===== src/rtl/disp_evt_pkg.sv =====
package disp_evt_pkg;
    localparam int STAT_W = 10;
    localparam logic [STAT_W-1:0] IMPL_BITS = 10'b11_0110_0101;

    localparam int BIT_FRAME_DONE = 0;
    localparam int BIT_SYNC_LOST  = 2;
    localparam int BIT_UNDERFLOW  = 5;
    localparam int BIT_PAL_LOADED = 6;
    localparam int BIT_EOF_BUF0   = 8;
    localparam int BIT_EOF_BUF1   = 9;

    localparam int RA_RAW    = 0;
    localparam int RA_MASKED = 1;
    localparam int RA_EN_SET = 2;
    localparam int RA_EN_CLR = 3;
    localparam int RA_EOI    = 4;

    typedef enum logic [1:0] {
        ST_ARMED  = 2'd0,
        ST_ACTIVE = 2'd1,
        ST_SPENT  = 2'd2
    } irq_state_e;
endpackage


===== src/rtl/disp_evt_status.sv =====
module disp_evt_status
    import disp_evt_pkg::*;
(
    input  logic              clk,
    input  logic              rst_n,
    input  logic [STAT_W-1:0] evt_i,
    input  logic [STAT_W-1:0] w1c_i,
    input  logic [STAT_W-1:0] en_set_i,
    input  logic [STAT_W-1:0] en_clr_i,
    output logic [STAT_W-1:0] raw_o,
    output logic [STAT_W-1:0] mask_o
);
    logic [STAT_W-1:0] raw_q;
    logic [STAT_W-1:0] mask_q;

    for (genvar i = 0; i < STAT_W; i++) begin : g_bit
        if (IMPL_BITS[i]) begin : g_live
            // event has priority over a same-cycle clear
            always_ff @(posedge clk or negedge rst_n) begin
                if (!rst_n) begin
                    raw_q[i]  <= 1'b0;
                    mask_q[i] <= 1'b0;
                end else begin
                    raw_q[i]  <= evt_i[i] | (raw_q[i] & ~w1c_i[i]);
                    mask_q[i] <= en_set_i[i] | (mask_q[i] & ~en_clr_i[i]);
                end
            end
        end else begin : g_dead
            assign raw_q[i]  = 1'b0;
            assign mask_q[i] = 1'b0;
        end
    end

    assign raw_o  = raw_q;
    assign mask_o = mask_q;
endmodule


===== src/rtl/disp_evt_arm_fsm.sv =====
module disp_evt_arm_fsm
    import disp_evt_pkg::*;
(
    input  logic clk,
    input  logic rst_n,
    input  logic pend_i,
    input  logic eoi_i,
    output logic irq_o
);
    irq_state_e state_q;
    irq_state_e state_d;

    always_ff @(posedge clk or negedge rst_n) begin
        if (!rst_n) state_q <= ST_ARMED;
        else        state_q <= state_d;
    end

    always_comb begin
        state_d = state_q;
        unique case (state_q)
            ST_ARMED:  if (pend_i) state_d = ST_ACTIVE;
            ST_ACTIVE: begin
                if (eoi_i)        state_d = ST_ARMED;
                else if (!pend_i) state_d = ST_SPENT;
            end
            ST_SPENT:  if (eoi_i) state_d = ST_ARMED;
            default:   state_d = ST_ARMED;
        endcase
    end

    always_comb begin
        irq_o = (state_q == ST_ACTIVE);
    end
endmodule


===== src/rtl/disp_evt_irq.sv =====
module disp_evt_irq
    import disp_evt_pkg::*;
#(
    parameter int DATA_W = 32,
    parameter int ADDR_W = 3
) (
    input  logic              clk,
    input  logic              rst_n,
    input  logic [STAT_W-1:0] evt_i,
    input  logic              reg_wr_i,
    input  logic [ADDR_W-1:0] reg_addr_i,
    input  logic [DATA_W-1:0] reg_wdata_i,
    output logic [DATA_W-1:0] reg_rdata_o,
    output logic              irq_o,
    output logic              sync_fault_o
);
    logic [STAT_W-1:0] wbits;
    logic [STAT_W-1:0] w1c;
    logic [STAT_W-1:0] en_set;
    logic [STAT_W-1:0] en_clr;
    logic [STAT_W-1:0] raw_w;
    logic [STAT_W-1:0] mask_w;
    logic [STAT_W-1:0] masked_w;
    logic              eoi;
    logic              sel_raw, sel_msk, sel_set, sel_clr, sel_eoi;

    assign sel_raw = (reg_addr_i == ADDR_W'(RA_RAW));
    assign sel_msk = (reg_addr_i == ADDR_W'(RA_MASKED));
    assign sel_set = (reg_addr_i == ADDR_W'(RA_EN_SET));
    assign sel_clr = (reg_addr_i == ADDR_W'(RA_EN_CLR));
    assign sel_eoi = (reg_addr_i == ADDR_W'(RA_EOI));

    assign wbits  = reg_wdata_i[STAT_W-1:0];
    assign w1c    = (reg_wr_i && (sel_raw || sel_msk)) ? wbits : '0;
    assign en_set = (reg_wr_i && sel_set) ? wbits : '0;
    assign en_clr = (reg_wr_i && sel_clr) ? wbits : '0;
    assign eoi    = reg_wr_i && sel_eoi;

    disp_evt_status u_status (
        .clk      (clk),
        .rst_n    (rst_n),
        .evt_i    (evt_i),
        .w1c_i    (w1c),
        .en_set_i (en_set),
        .en_clr_i (en_clr),
        .raw_o    (raw_w),
        .mask_o   (mask_w)
    );

    assign masked_w = raw_w & mask_w;

    disp_evt_arm_fsm u_fsm (
        .clk    (clk),
        .rst_n  (rst_n),
        .pend_i (|masked_w),
        .eoi_i  (eoi),
        .irq_o  (irq_o)
    );

    assign sync_fault_o = raw_w[BIT_SYNC_LOST] & raw_w[BIT_UNDERFLOW];

    always_comb begin
        reg_rdata_o = '0;
        if (sel_raw)                reg_rdata_o = DATA_W'(raw_w);
        else if (sel_msk)           reg_rdata_o = DATA_W'(masked_w);
        else if (sel_set || sel_clr) reg_rdata_o = DATA_W'(mask_w);
    end
endmodule


===== config.mk =====
export PLATFORM = sky130hd
export DESIGN_NAME = disp_evt_irq
export DESIGN_NICKNAME = d
export VERILOG_FILES = /design/src/rtl/disp_evt_pkg.sv /design/src/rtl/disp_evt_status.sv /design/src/rtl/disp_evt_arm_fsm.sv /design/src/rtl/disp_evt_irq.sv
export SDC_FILE = /design/constraint.sdc
export NUM_CORES = 1
export LEC_CHECK = 0
export BUFFER_PORTS_ARGS = -buffer_cell sky130_fd_sc_hd__buf_2
export CAP_MARGIN = 10
export CORE_MARGIN = 2
export CORE_UTILIZATION = 42
export CTS_BUF_LIST = sky130_fd_sc_hd__clkbuf_2
export DETAILED_ROUTE_END_ITERATION = 10
export HOLD_SLACK_MARGIN = 0.15
export PLACE_DENSITY_LB_ADDON = 0.12
export SLEW_MARGIN = 20
export SYNTH_ARGS = -nofsm -noshare
export SYNTH_HDL_FRONTEND = slang
export SYNTH_SLANG_ARGS = --single-unit

===== constraint.sdc =====
create_clock -name clk -period 2.6 [get_ports clk]
set_input_delay 0.26 -clock clk [delete_from_list [all_inputs] [get_ports clk]]
set_output_delay 0.26 -clock clk [all_outputs]
set_load 0.02 [all_outputs]

==> impl_metrics.tcl <==
set metrics [dict create \
    outcome "complete, no violations" \
    path_max_fanout 9 \
    critPathLaunchType "input pin" \
    drc 0 \
    areal_power_density_over_the_cells_nw_per_um2 508 \
    yosysTopAreaCell "dfrtp_1" \
    critical_path.cell_chain "buf_2 -> nor2_2 -> nor2_1 -> nor3_1 -> buf_2" \
    syn-cell-area_um2 935 \
    cts.repair_timing.setup_buffer_count 0 \
    worstReg2RegEnd "u_fsm.state_q[0]" \
    regToRegSetupSlack_ps 1570 \
    clock_latency_ps 290 \
    routedWlPerCell_um 10.8 \
    postSynthAreaPerCell_um2 8.82 \
    number_of_enable_type_register_cells_in_the_synthesized_netlist 0 \
    track_usage 0.148 \
    seq_power_share 0.491 \
    asyncSetResetFlopFracSynth 1.00 \
    power.combinational.fraction 0.305 \
    hold_viol_final 0 \
    path_common_cell "buf_2" \
    drt-initial-drc-count 13 \
    first_pass_drt_iterations 4 \
    initial_antenna_violation_count 0 \
    critPathTopFamily "simple AND/OR/NAND/NOR gates" \
    min_period_over_period 0.567 \
    worst-path-buf-inv 2 \
    gp_routability_congestion 0.767 \
    wire_length_of_the_first_global_routing_pass_um 2870 \
    internal-power_mw 0.335 \
    initial_core_util 0.435 \
    most_frequently_used_flop_master_after_synthesis "dfrtp_1" \
    share_of_layout_cells_above_drive_strength_1 0.225 \
    worstHoldPathType "input pin to flip-flop" \
    clock_skew_ps 2.83 \
    placement_rows 17 \
    io_pins 82 \
    cp_data_arrival_time_ps 1210 \
    antenna_left 0 \
    cts_buffers 3 \
    post-place-ws_ps 1170 \
    irDropWorstVdd_uv 339 \
    filler_cell_count 232 \
    ranking_of_synthesized_cells_by_instance_count "buf_4, dfrtp_1, nand2_1, nor2_1" \
    hold_path_end "u_status.mask_o[5]" \
    timing.critical_path.slowest_stage_cell "nor2_2" \
    critPathKind "input pin to primary output" \
    fp.dieH_um 51.2 \
    finalNonFillerCells 166 \
    report.final.slew_viol_count 0 \
    cts_resized 0 \
    grt_setup_unrepaired "no" \
    sw_frac 0.376 \
    delay_of_the_slowest_cell_on_the_worst_path_ps 280 \
    worst_r2r_startpoint "u_status.mask_o[8]" \
    cts_htree_levels 1 \
    cap_viol_max_count 0 \
    worst_setup_hold_path_clk_slew_ps 140 \
    yosys.area.top_type_share 0.375 \
    clockBufferDepth 2 \
    area_delta_synth_final_pct 13.0 \
    port-buffer-count 25 \
    core_um2 2150 \
    dp.cells 155 \
    achievable-frequency_ghz 0.678 \
    synth-seq-cells 14 \
    dr_total_vias 723 \
    clock-sinks 14 \
    gr-total-overflow 0 \
    clock_power_share 0.204 \
    routed_wirelength_um 1790 \
    synth_cells 106 \
    hold-path-cell-count 3 \
    finalCriticalPeriod_ps 1470 \
    pin_count_of_the_biggest_net_entering_global_routing 15 \
    number_of_nets_in_the_finished_design 187 \
    hold_slack_final_ps 225 \
    proportion_of_synthesized_chip_area_in_sequential_cells 0.375 \
    fin_tns_setup_ps 0 \
    drt-vias-per-instance 4.36 \
    antenna_cells 0 \
    static-leakage-power_nw 0.565 \
    critPathCaptureType "primary output" \
    synth_most_common_cell "buf_4" \
    cells_on_worst_reg2reg_path 3 \
    post-dp-hpwl_um 1340 \
    cts_tree "done" \
    min_delay_src "reg_wdata_i[5]" \
    post_synthesis_cell_type_count 21 \
    ys.warnings.count 0 \
    first_global_vias 671 \
    root_buffer "clkbuf_2" \
    final-setup-viol-count 0 \
    cp_data_required_time_ps 2340 \
    post-route-worst-setup-slack_ps 1130 \
    floorplan.die.width_um 51.2 \
    p_sw_mw 0.202 \
    ys_top_cells_by_area "dfrtp_1, buf_4, mux2i_1, a21o_1, nand2_1" \
    die_area_um2 2620 \
]
cell families after synthesis:
kind of cell,count (synthesis),synth area share
multiplexers,6,0.0643
AO/OA/AOI/OAI,11,0.0910
buffers and inverters,35,0.261
AND/OR/NAND/NOR,39,0.205
other,1,0.00401
flip-flops,14,0.375
power groups by stage:
stage	Combinational [mW]	Clock, mW	Sequential, mW
after floorplan	0.146	0	0.263
after global placement	0.153	0	0.267
after detailed placement	0.156	0	0.268
after CTS	0.165	0.111	0.264
after global routing	0.181	0.118	0.267
final	0.164	0.109	0.264
tightest hold or removal path, delay by kind of cell:
| family | cells | cell delay (ps) |
|---|---|---|
| buffers and inverters | 1 | 100 |
| multiplexers | 1 | 70 |
| AND/OR/NAND/NOR | 1 | 60 |
routing by layer:
layer  up-vias  part of all wire  GRT usage
met1       333              0.42      0.178
met2        34              0.49      0.258
met3         3             0.072     0.0234
li1        353                 -          -
met4         0             0.014     0.0676
met5         -                 0          0
worst max path at each step:
stage	to	slack (ps)	from	depth (start not counted)
6_report	reg_rdata_o[0]	1130	reg_addr_i[1]	5
2_1_floorplan	reg_rdata_o[0]	1180	reg_addr_i[1]	4
5_1_grt	reg_rdata_o[0]	1060	reg_addr_i[1]	5
3_5_place_dp	reg_rdata_o[0]	1170	reg_addr_i[1]	5
4_1_cts	reg_rdata_o[0]	1150	reg_addr_i[1]	5
3_3_place_gp	reg_rdata_o[0]	1160	reg_addr_i[1]	5
sequential cells by signal, summed over array words and instances (netlist names):
name / cells
u_status.mask_o: 6
u_status.raw_o: 6
u_fsm.state_q: 2
per-stage QoR:
| stage | area, µm² | power (mW) | utilization |
|---|---|---|---|
| after CTS | 1060 | 0.540 | 0.492 |
| after floorplan | 1030 | 0.409 | - |
| after global placement | 967 | 0.420 | 0.450 |
| after detailed placement | 967 | 0.424 | 0.450 |
| after global routing | 1060 | 0.566 | 0.492 |
| final | 1060 | 0.537 | 0.492 |
layout by cell type (no fill, tap or decap), types with 6 or more instances in the layout:
master and n:
a21o_1 6, nor3_1 6, nor2_1 12, mux2i_1 6
conb_1 26, dfrtp_1 14, nand2_1 12, dlygate4sd3_1 7
buf_2 25, inv_1 6
final cells by class:
type / count / area (µm²) / area share
clock buffers: 3 / 15.0 / 0.0142
flip-flops and latches: 14 / 350 / 0.332
multi-input cells: 82 / 434 / 0.411
repair buffers: 32 / 195 / 0.185
well taps: 28 / 35.0 / 0.0332
inverters: 6 / 22.5 / 0.0213
clock inverters: 1 / 3.75 / 0.00355
timing repair:
| item | 4_1_cts | 5_1_grt |
|---|---|---|
| endpoints found under the hold margin | 20 | 0 |
| hold buffers | 7 | 0 |
| endpoints found under the setup margin | 0 | 0 |
(Power assumes the default switching activity.)
